===== src/rtl/aux_frame_pkg.sv =====
package aux_frame_pkg;

  // Strobes from the control FSM to the datapath
  typedef struct packed {
    logic launch;   // accepted go: rewind read index
    logic advance;  // byte handshake: step read index
  } ctlStrb_t;

  typedef enum logic [1:0] {
    ST_IDLE = 2'd0,
    ST_WAIT = 2'd1,
    ST_SEND = 2'd2
  } engState_t;

endpackage


===== src/rtl/aux_frame_dp.sv =====
module aux_frame_dp
  import aux_frame_pkg::*;
#(
  parameter int DEPTH = 20,
  parameter int DLY_W = 8,
  parameter int IDX_W = 5
) (
  input  logic             clk,
  input  logic             rstN,
  input  logic             busy,
  input  logic             hdrWrEn,
  input  logic [3:0]       hdrCmd,
  input  logic [19:0]      hdrAddr,
  input  logic [IDX_W-1:0] hdrLen,
  input  logic             hdrIsWrite,
  input  logic             idxWrEn,
  input  logic [IDX_W-1:0] idxVal,
  input  logic             idxAutoIncOff,
  input  logic             dataWrEn,
  input  logic [7:0]       dataByte,
  input  logic             dlyWrEn,
  input  logic [DLY_W-1:0] dlyVal,
  input  logic             cntWrEn,
  input  logic [IDX_W-1:0] cntVal,
  input  ctlStrb_t         strb,
  output logic [7:0]       txData,
  output logic [IDX_W-1:0] cfgCount,
  output logic [DLY_W-1:0] cfgDelay
);

  localparam logic [IDX_W-1:0] DEPTH_I = IDX_W'(DEPTH);

  logic             swEn;
  logic [IDX_W-1:0] wrPtr;
  logic             autoIncOff;
  logic [IDX_W-1:0] rdIdx;
  logic [IDX_W-1:0] hdrBase;
  logic [IDX_W:0]   hdrSum;
  logic             dataHit;
  logic [DEPTH*8-1:0] bufFlat;

  function automatic logic [IDX_W-1:0] clampCnt(input logic [IDX_W:0] v);
    return (v > (IDX_W+1)'(DEPTH)) ? DEPTH_I : v[IDX_W-1:0];
  endfunction

  assign swEn    = !busy;
  assign dataHit = swEn && dataWrEn && !hdrWrEn && !idxWrEn;

  always_comb begin
    hdrBase = (hdrLen != '0) ? IDX_W'(4) : IDX_W'(3);
    hdrSum  = {1'b0, hdrBase} + (hdrIsWrite ? {1'b0, hdrLen} : '0);
  end

  // Buffer entries: header packing has priority over indexed data writes
  for (genvar gi = 0; gi < DEPTH; gi++) begin : g_ent
    logic [7:0] entQ;
    logic       hdrHit;
    logic [7:0] hdrVal;
    always_comb begin
      hdrHit = hdrWrEn;
      hdrVal = '0;
      case (gi)
        0: hdrVal = {hdrCmd, hdrAddr[19:16]};
        1: hdrVal = hdrAddr[15:8];
        2: hdrVal = hdrAddr[7:0];
        3: begin
          hdrVal = 8'(hdrLen) - 8'd1;
          hdrHit = hdrWrEn && (hdrLen != '0);
        end
        default: hdrHit = 1'b0;
      endcase
    end
    always_ff @(posedge clk) begin
      if (swEn && hdrHit)
        entQ <= hdrVal;
      else if (dataHit && wrPtr == IDX_W'(gi))
        entQ <= dataByte;
    end
    assign bufFlat[gi*8 +: 8] = entQ;
  end

  // Write pointer and auto-increment mode
  always_ff @(posedge clk) begin
    if (!rstN) begin
      wrPtr      <= '0;
      autoIncOff <= 1'b0;
    end else if (swEn) begin
      if (hdrWrEn) begin
        wrPtr      <= hdrBase;
        autoIncOff <= 1'b0;
      end else if (idxWrEn) begin
        wrPtr      <= idxVal;
        autoIncOff <= idxAutoIncOff;
      end else if (dataWrEn && !autoIncOff && wrPtr < DEPTH_I) begin
        wrPtr <= wrPtr + IDX_W'(1);
      end
    end
  end

  // Count and delay settings
  always_ff @(posedge clk) begin
    if (!rstN) begin
      cfgCount <= '0;
      cfgDelay <= '0;
    end else if (swEn) begin
      if (hdrWrEn)      cfgCount <= clampCnt(hdrSum);
      else if (cntWrEn) cfgCount <= clampCnt({1'b0, cntVal});
      if (dlyWrEn)      cfgDelay <= dlyVal;
    end
  end

  // Read index for the outgoing stream
  always_ff @(posedge clk) begin
    if (!rstN)             rdIdx <= '0;
    else if (strb.launch)  rdIdx <= '0;
    else if (strb.advance) rdIdx <= rdIdx + IDX_W'(1);
  end

  always_comb begin
    txData = '0;
    for (int k = 0; k < DEPTH; k++)
      if (rdIdx == IDX_W'(k)) txData = bufFlat[k*8 +: 8];
  end

  AST_RD_IN_RANGE: assert property (@(posedge clk) disable iff (!rstN)
    strb.advance |-> rdIdx < DEPTH_I);
  AST_AUTOINC_OFF_HOLDS: assert property (@(posedge clk) disable iff (!rstN)
    dataHit && autoIncOff |=> $stable(wrPtr));
  AST_FROZEN_WHILE_BUSY: assert property (@(posedge clk) disable iff (!rstN)
    busy |=> $stable(cfgCount) && $stable(cfgDelay));
  AST_COUNT_LIMIT: assert property (@(posedge clk) disable iff (!rstN)
    cfgCount <= DEPTH_I);

endmodule


===== src/rtl/aux_frame_ctl.sv =====
module aux_frame_ctl
  import aux_frame_pkg::*;
#(
  parameter int DLY_W = 8,
  parameter int IDX_W = 5
) (
  input  logic             clk,
  input  logic             rstN,
  input  logic             goStb,
  input  logic             ackStb,
  input  logic             txReady,
  input  logic [IDX_W-1:0] cfgCount,
  input  logic [DLY_W-1:0] cfgDelay,
  output ctlStrb_t         strb,
  output logic             txValid,
  output logic             busy,
  output logic             done
);

  engState_t        state;
  logic [IDX_W-1:0] left;
  logic [DLY_W-1:0] dcnt;
  logic             goOk;
  logic             lastAcc;

  assign goOk         = (state == ST_IDLE) && goStb && !done;
  assign txValid      = (state == ST_SEND);
  assign busy         = (state != ST_IDLE);
  assign lastAcc      = txValid && txReady && (left == IDX_W'(1));
  assign strb.launch  = goOk;
  assign strb.advance = txValid && txReady;

  always_ff @(posedge clk) begin
    if (!rstN) begin
      state <= ST_IDLE;
      left  <= '0;
      dcnt  <= '0;
      done  <= 1'b0;
    end else begin
      if (ackStb) done <= 1'b0;
      case (state)
        ST_IDLE: if (goOk) begin
          if (cfgCount == '0) begin
            done <= 1'b1;
          end else begin
            left  <= cfgCount;
            dcnt  <= cfgDelay;
            state <= (cfgDelay == '0) ? ST_SEND : ST_WAIT;
          end
        end
        ST_WAIT: begin
          if (dcnt <= DLY_W'(1)) state <= ST_SEND;
          else                   dcnt  <= dcnt - DLY_W'(1);
        end
        ST_SEND: if (txReady) begin
          left <= left - IDX_W'(1);
          if (left == IDX_W'(1)) begin
            state <= ST_IDLE;
            done  <= 1'b1;
          end
        end
        default: state <= ST_IDLE;
      endcase
    end
  end

  AST_DONE_AFTER_LAST: assert property (@(posedge clk) disable iff (!rstN)
    lastAcc |=> done && !busy && !txValid);
  AST_NO_VALID_WITH_DONE: assert property (@(posedge clk) disable iff (!rstN)
    done |-> !txValid);
  AST_GO_IGNORED_DONE: assert property (@(posedge clk) disable iff (!rstN)
    done && !busy && goStb && !ackStb |=> done && !busy);
  AST_ACK_CLEARS: assert property (@(posedge clk) disable iff (!rstN)
    ackStb && !busy && !goStb |=> !done);

endmodule


===== src/rtl/aux_req_frame_buf.sv =====
module aux_req_frame_buf
  import aux_frame_pkg::*;
#(
  parameter int DEPTH = 20,
  parameter int DLY_W = 8,
  localparam int IDX_W = $clog2(DEPTH + 1)
) (
  input  logic             clk,
  input  logic             rstN,
  input  logic             hdrWrEn,
  input  logic [3:0]       hdrCmd,
  input  logic [19:0]      hdrAddr,
  input  logic [IDX_W-1:0] hdrLen,
  input  logic             hdrIsWrite,
  input  logic             idxWrEn,
  input  logic [IDX_W-1:0] idxVal,
  input  logic             idxAutoIncOff,
  input  logic             dataWrEn,
  input  logic [7:0]       dataByte,
  input  logic             dlyWrEn,
  input  logic [DLY_W-1:0] dlyVal,
  input  logic             cntWrEn,
  input  logic [IDX_W-1:0] cntVal,
  input  logic             goStb,
  input  logic             ackStb,
  output logic             txValid,
  input  logic             txReady,
  output logic [7:0]       txData,
  output logic             busy,
  output logic             done
);

  ctlStrb_t         strb;
  logic [IDX_W-1:0] cfgCount;
  logic [DLY_W-1:0] cfgDelay;

  aux_frame_dp #(.DEPTH(DEPTH), .DLY_W(DLY_W), .IDX_W(IDX_W)) u_dp (
    .clk(clk), .rstN(rstN), .busy(busy),
    .hdrWrEn(hdrWrEn), .hdrCmd(hdrCmd), .hdrAddr(hdrAddr),
    .hdrLen(hdrLen), .hdrIsWrite(hdrIsWrite),
    .idxWrEn(idxWrEn), .idxVal(idxVal), .idxAutoIncOff(idxAutoIncOff),
    .dataWrEn(dataWrEn), .dataByte(dataByte),
    .dlyWrEn(dlyWrEn), .dlyVal(dlyVal),
    .cntWrEn(cntWrEn), .cntVal(cntVal),
    .strb(strb), .txData(txData),
    .cfgCount(cfgCount), .cfgDelay(cfgDelay)
  );

  aux_frame_ctl #(.DLY_W(DLY_W), .IDX_W(IDX_W)) u_ctl (
    .clk(clk), .rstN(rstN), .goStb(goStb), .ackStb(ackStb),
    .txReady(txReady), .cfgCount(cfgCount), .cfgDelay(cfgDelay),
    .strb(strb), .txValid(txValid), .busy(busy), .done(done)
  );

  AST_STREAM_HOLD: assert property (@(posedge clk) disable iff (!rstN)
    txValid && !txReady |=> txValid && $stable(txData));

endmodule


===== config.mk =====
export PLATFORM = sky130hd
export DESIGN_NAME = aux_req_frame_buf
export DESIGN_NICKNAME = d
export VERILOG_FILES = /design/src/rtl/aux_frame_pkg.sv /design/src/rtl/aux_frame_dp.sv /design/src/rtl/aux_frame_ctl.sv /design/src/rtl/aux_req_frame_buf.sv
export SDC_FILE = /design/constraint.sdc
export NUM_CORES = 1
export LEC_CHECK = 0
export ABC_AREA = 0
export BUFFER_PORTS_ARGS = -buffer_cell sky130_fd_sc_hd__buf_2
export CAP_MARGIN = 20
export CORE_UTILIZATION = 50
export DETAILED_ROUTE_END_ITERATION = 6
export PLACE_DENSITY = 0.68
export SETUP_SLACK_MARGIN = 0.05
export SLEW_MARGIN = 15
export SYNTH_ARGS = -nofsm -noshare
export SYNTH_HDL_FRONTEND = slang
export SYNTH_SLANG_ARGS = --single-unit

===== constraint.sdc =====
create_clock -name clk -period 4.3 [get_ports clk]
set_input_delay 1.075 -clock clk [delete_from_list [all_inputs] [get_ports clk]]
set_output_delay 1.075 -clock clk [all_outputs]
set_load 0.01 [all_outputs]

==> out/metrics.yaml, run 1 <==
status: "finished, final reports clean"
fmax_ghz: 0.2453
crit_start: "u_dp.rdIdx[2]$_SDFFE_PP0P_"
routabilityCongestion: 0.8745
p_leak_nw: 4.024
gr-total-overflow: 0
crit_slowest_cell: "dfxtp_1"
critPathBufInv: 2
total_power_mw: 5.675
cts.sink_count: 200
setup_viol_count_final: 0
cts_root_buf: "clkbuf_16"
path_delay_family: "compound AO/OA/AOI/OAI gates"
slew_viol_final: 0
synth.ff_latch_count: 200
core_mm2: 0.01940
syn_to_final_growth_pct: 12.76
ioPinCount: 78
cts_buffers: 17
rows: 51
final_net_count: 1102
grt_usage_pct: 24.68
ff_latch_area_mm2: 0.005605
post_drt_via_cell_ratio: 5.801
period_share_pct: 94.79
drtPass1Iterations: 5
reg2reg_from: "u_ctl.state[1]$_SDFFE_PN0P_"
crit_chain: "buf_4, or3b_1, nor2_2, nor3_1, o311a_1, o41ai_2, a21oi_1, buf_2"
drt_iter0_drc: 711
wl_per_cell_um: 18.47
setup_tns_ns: 0
min-delay-start: "u_ctl.left[1]$_SDFFE_PN0P_"
fin_skew_ns: 0.009645
syn_area_mm2: 0.009877
whs_ns: 0.4793
cts_tree: "done"
drive_gt1_share_pct: 15.94
cts_setup_buffers: 0
antenna_left: 0
worstPathMaxFanout: 15
clk_pin_slew_ns: 0.07
grt_pass1_vias: 7157
dieArea_mm2: 0.02032
wirelength_um: 23910
hpwl_um: 17060
end_kind: "output pin"
synth_cells: 947
cap_viol_max_count: 0
synthesis.nets: 1033
worstPathRequired_ns: 3.22
final_common_cell: "edfxtp_1"
multiInputGateArea_mm2: 0.003892
drc: 0
ctsHoldBuffers: 0
critPathArrivalTime_ns: 3.00
antennaDiodeCount: 0
ctsHtreeMaxLevel: 4
place.port_buffers: 77
cts_buffer_depth: 2
worst_pin_slew_ns: 1.044
critical_path_class: "register to output pin"
synthArstFlopShare_pct: 0
grt_pass1_wl_um: 37760
die_w_um: 142.6
start_util_pct: 50.92
grt_max_degree: 44
dr_total_vias: 7507
finalHoldViolCount: 0
vdd_drop_max_v: 0.0003628
start_kind: "register"
ys_types: 83
clkLatencyLatePin_ns: 0.44
postLayoutCoreUtil_pct: 57.41
ys_warn_count: 0
slowest_delay_ns: 0.61
grt_setup_unrepaired: "no"
ys_seq_area_share_pct: 56.75
fill_cells: 1704
synth_ff_type: "edfxtp_1"
antenna_found_initial: 0
syn_area_per_cell_um2: 10.43
synth_edf_count: 160
finalCriticalPeriod_ns: 4.076
power_density_mw_per_mm2: 509.6
slew_headroom_pct: 30.15
hp-class: "register to register"
die_h_um: 142.6
layout_common_cells: "edfxtp_1 (160), nand2_1 (147), nor2_1 (85)"
-- worst paths after layout --
path | cells past startpoint | slack (ns) | to
setup / recovery | 8 | 0.22 | txData[6]
hold / removal | 2 | 0.48 | u_ctl.left[1]$_SDFFE_PN0P_
hold reg to reg | 2 | 0.48 | u_ctl.left[1]$_SDFFE_PN0P_
setup reg to reg | 5 | 1.70 | u_dp.g_ent[14].entQ[1]$_DFFE_PP_
-- state kept, by name, summed over array words and instances, names as in the netlist --
register	count
u_ctl.state	2
u_dp.cfgDelay	8
u_dp.wrPtr	5
u_dp.cfgCount	5
u_ctl.done	1
u_ctl.left	5
u_ctl.dcnt	8
u_dp.autoIncOff	1
u_dp.rdIdx	5
u_dp.g_ent.entQ	160
-- synth_stat cells (5+ instances only) --
| library cell | number | area, µm² |
|---|---|---|
| inv_1 | 35 | 131.4 |
| and3_1 | 5 | 31.28 |
| a21o_1 | 6 | 45.04 |
| a31oi_1 | 10 | 62.56 |
| or3_1 | 12 | 75.07 |
| nand2_1 | 147 | 551.8 |
| o211ai_1 | 8 | 60.06 |
| ha_1 | 18 | 225.2 |
| nor2_1 | 85 | 319.1 |
| clkbuf_1 | 23 | 86.33 |
| nor3b_1 | 6 | 45.04 |
| o21ai_1 | 8 | 40.04 |
| nor2b_1 | 10 | 62.56 |
| nand3_1 | 14 | 70.07 |
| a22oi_1 | 7 | 52.55 |
| and2_1 | 14 | 87.58 |
| buf_6 | 5 | 56.30 |
| dfxtp_1 | 40 | 800.8 |
| a21boi_0 | 12 | 90.09 |
| edfxtp_1 | 160 | 4805 |
| nor4bb_1 | 6 | 60.06 |
| o32ai_1 | 6 | 52.55 |
| nand2b_1 | 18 | 112.6 |
| nor3_1 | 23 | 115.1 |
| buf_2 | 21 | 105.1 |
| a21oi_1 | 52 | 260.3 |
| o22ai_1 | 16 | 100.1 |
| o31ai_1 | 13 | 97.59 |
| a221oi_1 | 6 | 52.55 |
| xnor2_1 | 8 | 70.07 |
| nand3b_1 | 5 | 37.54 |
| o21ai_0 | 50 | 250.2 |
-- final cells by class --
class                           count  area share (%)
Clock buffer                       17           3.820
Clock inverter                     15           1.494
Inverter                           36           1.213
Multi-Input combinational cell    658           34.95
Sequential cell                   200           50.33
Tap cell                          265           2.977
Timing Repair Buffer              103           5.213
-- report_power, final --
| group | switching (mW) | total (mW) | internal, mW | leakage, nW |
|---|---|---|---|---|
| registers | 0.157 | 2.53 | 2.38 | 1.79 |
| logic | 0.956 | 1.53 | 0.578 | 1.95 |
| clock network | 0.738 | 1.61 | 0.870 | 0.282 |
| total | 1.85 | 5.68 | 3.83 | 4.02 |
-- timing repair --
item	in CTS	in global routing
setup endpoints to repair	4	7
gates cloned	0	0
gates resized for setup	2	5
-- logic make-up (layout without fill, tap and decap cells) --
logic type	Yosys count	after routing	share of synthesized area, %
buffers and inverters	89	171	4.066
adder cells (fa/ha/maj)	19	19	2.483
AND/OR/NAND/NOR	376	376	18.46
XOR/XNOR	10	10	0.8868
multiplexers	4	4	0.4180
AO/OA/AOI/OAI	249	249	16.94
flip-flops	200	200	56.75
-- worst min-delay path: stages, from the launching register on --
cell and delay [ns]:
dfxtp_1 0.33, nand2_1 0.06, a21boi_1 0.05
-- metrics by stage --
| step | worst slack, ns | cells | cell area [µm²] |
|---|---|---|---|
| final | 0.2240 | 1294 | 11140 |
| after detailed placement | 0.4712 | 1262 | 10520 |
| after global routing | 0.05325 | 1294 | 11140 |
| after CTS | 0.05787 | 1294 | 11120 |
| after floorplan | 0.7699 | 947 | 9877 |
| after global placement | 0.5651 | 1262 | 10520 |
-- routing by layer --
| metal | GRT usage, % | vias to the layer above | part of all wire (%) |
|---|---|---|---|
| met2 | 40.45 | 235 | 48 |
| li1 | - | 3615 | - |
| met4 | 9.055 | 0 | 2.1 |
| met3 | 4.273 | 34 | 5.8 |
| met5 | 0 | - | 0 |
| met1 | 32.87 | 3623 | 44 |
Note: power is estimated with default switching activity, not from simulation.
==> run 2, diff against run 1 <==
--- a/config.mk
+++ b/config.mk
@@ -8,6 +8,7 @@
 export ABC_AREA = 0
 export BUFFER_PORTS_ARGS = -buffer_cell sky130_fd_sc_hd__buf_2
 export CAP_MARGIN = 20
+export CORE_MARGIN = 1.5
 export CORE_UTILIZATION = 50
 export DETAILED_ROUTE_END_ITERATION = 6
 export PLACE_DENSITY = 0.68
==> constraint.sdc (replaced) <==
create_clock -name clk -period 4.3 [get_ports clk]
set_input_delay 0 -clock clk [delete_from_list [all_inputs] [get_ports clk]]
set_output_delay 0 -clock clk [all_outputs]
set_load 0.01 [all_outputs]
==> run 2 against run 1 <==
  * Die area up 1.4%
  * Final cell count up 3.0%
  * Power about the same
  * Critical path type unchanged
  * Highest routed layer unchanged
==> out/metrics.yaml, run 2 (synthesized netlist as in run 1, its figures left out) <==
status: "finished, final reports clean"
critPathBufInv: 2  # unchanged
wirelength_um: 24790  # +3.7%
wl_per_cell_um: 18.60  # +0.66%
critical_path_class: "register to output pin"
drtPass1Iterations: 5  # unchanged
cts_root_buf: "clkbuf_16"
path_delay_family: "adder cells"
grt_setup_unrepaired: "no"
slew_headroom_pct: 31.98  # +1.8 points
dr_total_vias: 7697  # +2.5%
clkLatencyLatePin_ns: 0.44  # about the same
grt_pass1_wl_um: 39200  # +3.8%
ioPinCount: 78  # unchanged
multiInputGateArea_mm2: 0.003870  # -0.58%
fin_skew_ns: 0.007344  # -0.002301 ns
place.port_buffers: 77  # unchanged
start_kind: "register"
antennaDiodeCount: 0  # unchanged
core_mm2: 0.01940  # unchanged
die_w_um: 143.6  # +0.70%
gr-total-overflow: 0  # unchanged
cts_buffer_depth: 2  # unchanged
post_drt_via_cell_ratio: 5.774  # -0.47%
cts_setup_buffers: 0  # unchanged
reg2reg_from: "u_ctl.state[1]$_SDFFE_PN0P_"
regMostFlops: "u_dp.g_ent.entQ"
grt_pass1_vias: 7549  # +5.5%
start_util_pct: 50.92  # unchanged
final_net_count: 1141  # +3.5%
fmax_ghz: 0.2759  # +12%
power_density_mw_per_mm2: 492.9  # -3.3%
setup_slack_ns: 0.6758  # +0.4518 ns
largest_reg_flops: 160  # unchanged
hpwl_um: 17100  # +0.26%
end_kind: "output pin"
stdcell_count: 1333  # +3.0%
worst_pin_slew_ns: 1.017  # -0.02733 ns
finalCriticalPeriod_ns: 3.624  # -0.4518 ns
syn_to_final_growth_pct: 16.66
place_ws_ns: 1.177  # +0.7055 ns
crit_slowest_cell: "ha_1"
cts-resized-gates: 0  # -2
worstPathRequired_ns: 4.30  # +1.08 ns
slowest_delay_ns: 0.72  # +0.11 ns
worstPathMaxFanout: 20  # +5
cap_viol_max_count: 0  # unchanged
setup_tns_ns: 0  # unchanged
crit_chain: "ha_1, inv_1, nor2_1, ha_1, o31ai_1, a2111oi_0, o21ai_0, o22ai_1, buf_2"
min_to: "u_dp.g_ent[3].entQ[2]$_DFFE_PP_"
cts.sink_count: 200  # unchanged
ctsHtreeMaxLevel: 4  # unchanged
crit_start: "u_dp.rdIdx[0]$_SDFFE_PP0P_"
rr_worst_depth: 5  # unchanged
path_common_cell: "ha_1"
routabilityCongestion: 0.8801  # +0.64%
dieArea_mm2: 0.02061  # +1.4%
fill_cells: 1645  # -3.5%
cts_buffers: 17  # unchanged
grt_usage_pct: 25.21  # +0.53 points
postLayoutCoreUtil_pct: 59.40  # +2.0 points
antenna_found_initial: 0  # unchanged
period_share_pct: 84.28  # -11 points
die_h_um: 143.6  # +0.70%
drive_gt1_share_pct: 13.39  # -2.5 points
vdd_drop_max_v: 0.0003380  # -6.8%
hp-class: "primary input to register"
drc: 0  # unchanged
cts_tree: "done"
min-delay-start: "hdrLen[2]"
final_common_cell: "edfxtp_1"
grt_max_degree: 44  # unchanged
rows: 51  # unchanged
r2r-end: "u_dp.g_ent[12].entQ[1]$_DFFE_PP_"
reg_top3: "u_dp.g_ent.entQ (160), u_ctl.dcnt (8), u_dp.cfgDelay (8)"
clk_pin_slew_ns: 0.07  # about the same
antenna_left: 0  # unchanged
p_leak_nw: 4.181  # +3.9%
slew_viol_final: 0  # unchanged
finalHoldViolCount: 0  # unchanged
placed_cells: 1249  # -1.0%
ff_latch_area_mm2: 0.005605  # unchanged
critPathArrivalTime_ns: 3.62  # +0.62 ns
total_power_mw: 5.680  # about the same
setup_viol_count_final: 0  # unchanged
hold_depth: 3  # +1
layout_common_cells: "edfxtp_1 (160), nand2_1 (147), nor2_1 (85)"
drt_iter0_drc: 691  # -2.8%
ff2ff_setup_slack_ns: 1.65  # -0.05 ns
==> run 2: changes by cell type in the layout (fill, tap and decap cells not counted), sizes merged <==
cell / change
clkinvlp: -2
clkbuf: +4
clkinv: +4
dlygate4sd3: +51
buf: -13
inv: -5
==> run 2: repair_timing <==
| action | CTS | global route |
|---|---|---|
| hold buffers | 51 | 0 |
| hold endpoints to repair | 123 | 0 |
| endpoints found under the setup margin | 0 | 0 |
==> run 2: layer usage <==
| metal | vias up | track usage [%] | part of all wire [%] | routed length, µm |
|---|---|---|---|---|
| li1 | 3697 | - | - | - |
| met4 | 0 | 10.53 | 2.6 | 652 |
| met5 | - | 0 | 0 | 0 |
| met1 | 3696 | 31.43 | 42 | 10370 |
| met2 | 255 | 43.02 | 50 | 12340 |
| met3 | 49 | 4.765 | 5.8 | 1431 |
==> run 2: layout make-up <==
cell class	count	area share (%)
Multi-Input combinational cell	658	33.59
Sequential cell	200	48.65
Inverter	36	1.173
Tap cell	265	2.878
Clock inverter	12	1.086
Clock buffer	20	3.964
Timing Repair Buffer	142	8.665
==> run 2: metrics by stage <==
| step | instance area, µm² | hold slack (ns) |
|---|---|---|
| final | 11520 | 0.006063 |
| after global routing | 11520 | 0.02694 |
| after detailed placement | 10430 | 0.2593 |
| after CTS | 11520 | 0.001071 |
| after floorplan | 9877 | 0.09887 |
| after global placement | 10430 | 0.2522 |
==> run 2: report_power, final <==
group / switching, mW / leakage (nW) / internal (mW) / total, mW
logic: 0.963 / 2.11 / 0.602 / 1.57
registers: 0.156 / 1.79 / 2.38 / 2.53
clock network: 0.695 / 0.285 / 0.885 / 1.58
total: 1.81 / 4.18 / 3.87 / 5.68
==> run 2: worst max path at each step <==
| stage | end | cells past startpoint |
|---|---|---|
| final | txData[2] | 9 |
| after global routing | txData[2] | 9 |
| after CTS | txData[2] | 9 |
| after detailed placement | txData[2] | 9 |
| after global placement | txData[2] | 9 |
| after floorplan | u_dp.cfgCount[2]$_SDFFE_PN0P_ | 12 |
==> run 2: worst register-to-register path: stages, from the launching register on <==
cell	delay, ns
dfxtp_1	0.43
nor2_2	0.40
nand3_1	0.20
nor2_1	0.25
nand2_1	0.18
nor2_1	0.81
==> run 3, diff against run 2 <==
--- a/config.mk
+++ b/config.mk
@@ -5,13 +5,13 @@
 export SDC_FILE = /design/constraint.sdc
 export NUM_CORES = 1
 export LEC_CHECK = 0
-export ABC_AREA = 0
+export ABC_AREA = 1
 export BUFFER_PORTS_ARGS = -buffer_cell sky130_fd_sc_hd__buf_2
 export CAP_MARGIN = 20
 export CORE_MARGIN = 1.5
 export CORE_UTILIZATION = 50
 export DETAILED_ROUTE_END_ITERATION = 6
-export PLACE_DENSITY = 0.68
+export PLACE_DENSITY = 0.71
 export SETUP_SLACK_MARGIN = 0.05
 export SLEW_MARGIN = 15
 export SYNTH_ARGS = -nofsm -noshare
==> constraint.sdc (replaced) <==
create_clock -name clk -period 3.2 [get_ports clk]
set_input_delay 0 -clock clk [delete_from_list [all_inputs] [get_ports clk]]
set_output_delay 0 -clock clk [all_outputs]
set_load 0.01 [all_outputs]
==> run 3 against run 2 <==
  * Clock skew rose by 0.00077 ns
  * Critical path depth up 16
  * Global-route usage fell by 0.65 points
  * Core utilization increased by 4.3 points
  * Setup slack got worse by 0.64 ns
  * Synthesized area is 2.2% lower
  * Final area is 4.1% higher
==> out/metrics.yaml, run 3 <==
status: "finished, final reports clean"
p_leak_nw: 4.885  # +17%
start_util_pct: 51.28  # +0.37 points
finalCriticalPeriod_ns: 3.162
hp-class: "primary input to register"
synth.most_common_cell: "nand2_1"
worstPathMaxFanout: 6  # -70%
hpwl_um: 15410  # -9.9%
synth_ff_type: "edfxtp_1"
regMostFlops: "u_dp.g_ent.entQ"
wl_per_cell_um: 15.88  # -15%
synth_cells: 1063  # +12%
place_area_mm2: 0.01041  # -0.17%
antenna_found_initial: 0  # unchanged
clk_pin_slew_ns: 0.07  # about the same
dieArea_mm2: 0.02016  # -2.2%
place.port_buffers: 77  # unchanged
yosysTopAreaCell: "edfxtp_1"
fmax_ghz: 0.3163
whs_ns: 0.03077  # +0.02471 ns
postLayoutCoreUtil_pct: 63.72  # +4.3 points
antenna_left: 0  # unchanged
fin_skew_ns: 0.008114  # +0.0007703 ns
yosysTopAreaCellShare_pct: 49.75  # +1.1 points
ioPinCount: 78  # unchanged
syn_to_final_growth_pct: 24.25
slew_viol_final: 0  # unchanged
synthesis.nets: 1149  # +11%
slew_headroom_pct: 49.96  # +18 points
syn_area_per_cell_um2: 9.084  # -13%
ctsHtreeMaxLevel: 4  # unchanged
cts_buffers: 17  # unchanged
grt_pass1_wl_um: 38120  # -2.8%
layout_common_cells: "nand2_1 (318), edfxtp_1 (160), inv_1 (110)"
synth_area_leaders: "edfxtp_1 (50%), nand2_1 (13%), dfxtp_1 (8.3%), nand3_1 (5.2%), inv_1 (4.4%)"
synthTopCellsByCount: "nand2_1 (327), edfxtp_1 (160), inv_1 (114)"
start_kind: "register"
cts_tree: "done"
worst_pin_slew_ns: 0.7478  # -0.2687 ns
cts_buffer_depth: 2  # unchanged
worstPathRequired_ns: 3.20  # -1.10 ns
dr_total_vias: 8002  # +4.0%
setup_viol_count_final: 0  # unchanged
drive_gt1_share_pct: 18.07  # +4.7 points
cap_viol_max_count: 0  # unchanged
grt_pass1_vias: 7640  # +1.2%
rows: 50  # -2.0%
period_share_pct: 98.81
reg_top3: "u_dp.g_ent.entQ (160), u_ctl.dcnt (8), u_dp.cfgDelay (8)"
largest_reg_flops: 160  # unchanged
synth.ff_latch_count: 200  # unchanged
drtPass1Iterations: 6  # +1
drc: 0  # unchanged
drt_iter0_drc: 802  # +16%
gr-total-overflow: 0  # unchanged
wirelength_um: 24080  # -2.9%
critPathArrivalTime_ns: 3.16  # -0.46 ns
syn_area_mm2: 0.009657  # -2.2%
finalHoldViolCount: 0  # unchanged
die_h_um: 142.0  # -1.1%
cts.sink_count: 200  # unchanged
stdcell_area_mm2: 0.01200  # +4.1%
total_power_mw: 7.881  # +39%
grt_max_degree: 28  # -36%
grt_setup_unrepaired: "yes"
final_net_count: 1329  # +16%
ys_seq_area_share_pct: 58.05  # +1.3 points
setup_tns_ns: 0  # unchanged
antennaDiodeCount: 0  # unchanged
ys_types: 44  # -47%
clkLatencyLatePin_ns: 0.44  # about the same
post_drt_via_cell_ratio: 5.278  # -8.6%
cts_root_buf: "clkbuf_16"
final_common_cell: "nand2_1"
ys_warn_count: 0  # unchanged
synthArstFlopShare_pct: 0  # unchanged
core_mm2: 0.01883  # -2.9%
end_kind: "output pin"
die_w_um: 142.0  # -1.1%
grt_usage_pct: 24.56  # -0.65 points
routabilityCongestion: 0.8335  # -5.3%
vdd_drop_max_v: 0.0005068  # +50%
critical_path_class: "register to output pin"
synth_edf_count: 160  # unchanged
power_density_mw_per_mm2: 656.8  # +33%
run 3: cell types whose count changed after synthesis, sizes merged, moves of 14 or more:
cell    previous run  this run
or2                4        24
inv               35       125
nand3             14       103
a21oi             53        32
a21boi            15         1
and2              14         0
nand2b            19         0
buf               30         8
o22ai             16         1
nor3              25         5
nand2            147       331
run 3: what timing repair did:
action / 4_1_cts / 5_1_grt
pin swaps: 0 / 25
hold buffers: 66 / 0
endpoints found under the hold margin: 71 / 0
gates resized for setup: 7 / 53
buffers inserted: 1 / 17
setup endpoints to repair: 8 / 11
cloned: 0 / 1
run 3: worst paths after layout:
path / start / to / slack (ns) / cells past startpoint
worst min-delay path: dataByte[5] / u_dp.g_ent[4].entQ[5]$_DFFE_PP_ / 0.03 / 1
worst min register to register: u_dp.cfgDelay[7]$_SDFFE_PN0P_ / u_dp.cfgDelay[7]$_SDFFE_PN0P_ / 0.49 / 2
worst max register to register: u_ctl.state[1]$_SDFFE_PN0P_ / u_ctl.done$_SDFF_PN0_ / 0.49 / 9
worst max-delay path: u_dp.rdIdx[0]$_SDFFE_PP0P_ / txData[0] / 0.04 / 25
run 3: power breakdown:
| part | switching [mW] | internal [mW] | leakage (nW) | total [mW] |
|---|---|---|---|---|
| Sequential | 0.198 | 3.16 | 1.79 | 3.36 |
| Clock | 0.972 | 1.16 | 0.280 | 2.13 |
| Combinational | 1.49 | 0.905 | 2.81 | 2.39 |
| Total | 2.66 | 5.23 | 4.89 | 7.88 |
run 3: critical path, cell delays in order (launching register included):
cell,delay (ns)
dfxtp_4,0.37
inv_4,0.08
ha_4,0.17
nand2_8,0.06
nor2_4,0.15
clkinv_4,0.10
buf_6,0.14
o211ai_1,0.22
nand3_1,0.16
nand2_1,0.11
nand3_1,0.07
nand2_1,0.09
nand4_1,0.08
nand2_1,0.09
nand2_1,0.05
nand2_1,0.08
nand2_2,0.07
nand3_2,0.07
nand2_2,0.06
nand2_2,0.05
nand3_2,0.07
nand2_2,0.09
nand2_1,0.05
nand2_1,0.06
nand2_2,0.06
buf_6,0.12
run 3: cell families (layout without fill, tap and decap cells):
kind of cell	count (synthesis)	count (layout)	synth area share (%)
AND/OR/NAND/NOR	561	562	25.11
flip-flops	200	200	58.05
buffers and inverters	147	339	6.012
AO/OA/AOI/OAI	125	125	7.295
adder cells (fa/ha/maj)	19	19	2.540
XOR/XNOR	11	11	0.9976
run 3: cell type report:
type	instances	area (µm²)
Clock inverter	14	151.4
Fill cell	1461	6832
Timing Repair Buffer	179	1335
Sequential cell	200	5614
Tap cell	260	325.3
Multi-Input combinational cell	717	3645
Clock buffer	18	429.2
Inverter	128	499.2
run 3: metrics by stage:
stage               std cells  worst slack, ns
floorplan                1063           0.8900
global placement         1399           0.4811
detailed placement       1399           0.4040
CTS                      1498         0.006740
global route             1516          -0.1692
finish                   1516          0.03822
run 3: metal layers:
metal / track usage (%) / up-vias / part of all wire, %
li1: - / 3901 / -
met1: 32.38 / 3764 / 43
met2: 40.95 / 287 / 48
met3: 4.475 / 50 / 6.0
met4: 8.681 / 0 / 2.6
met5: 0 / - / 0
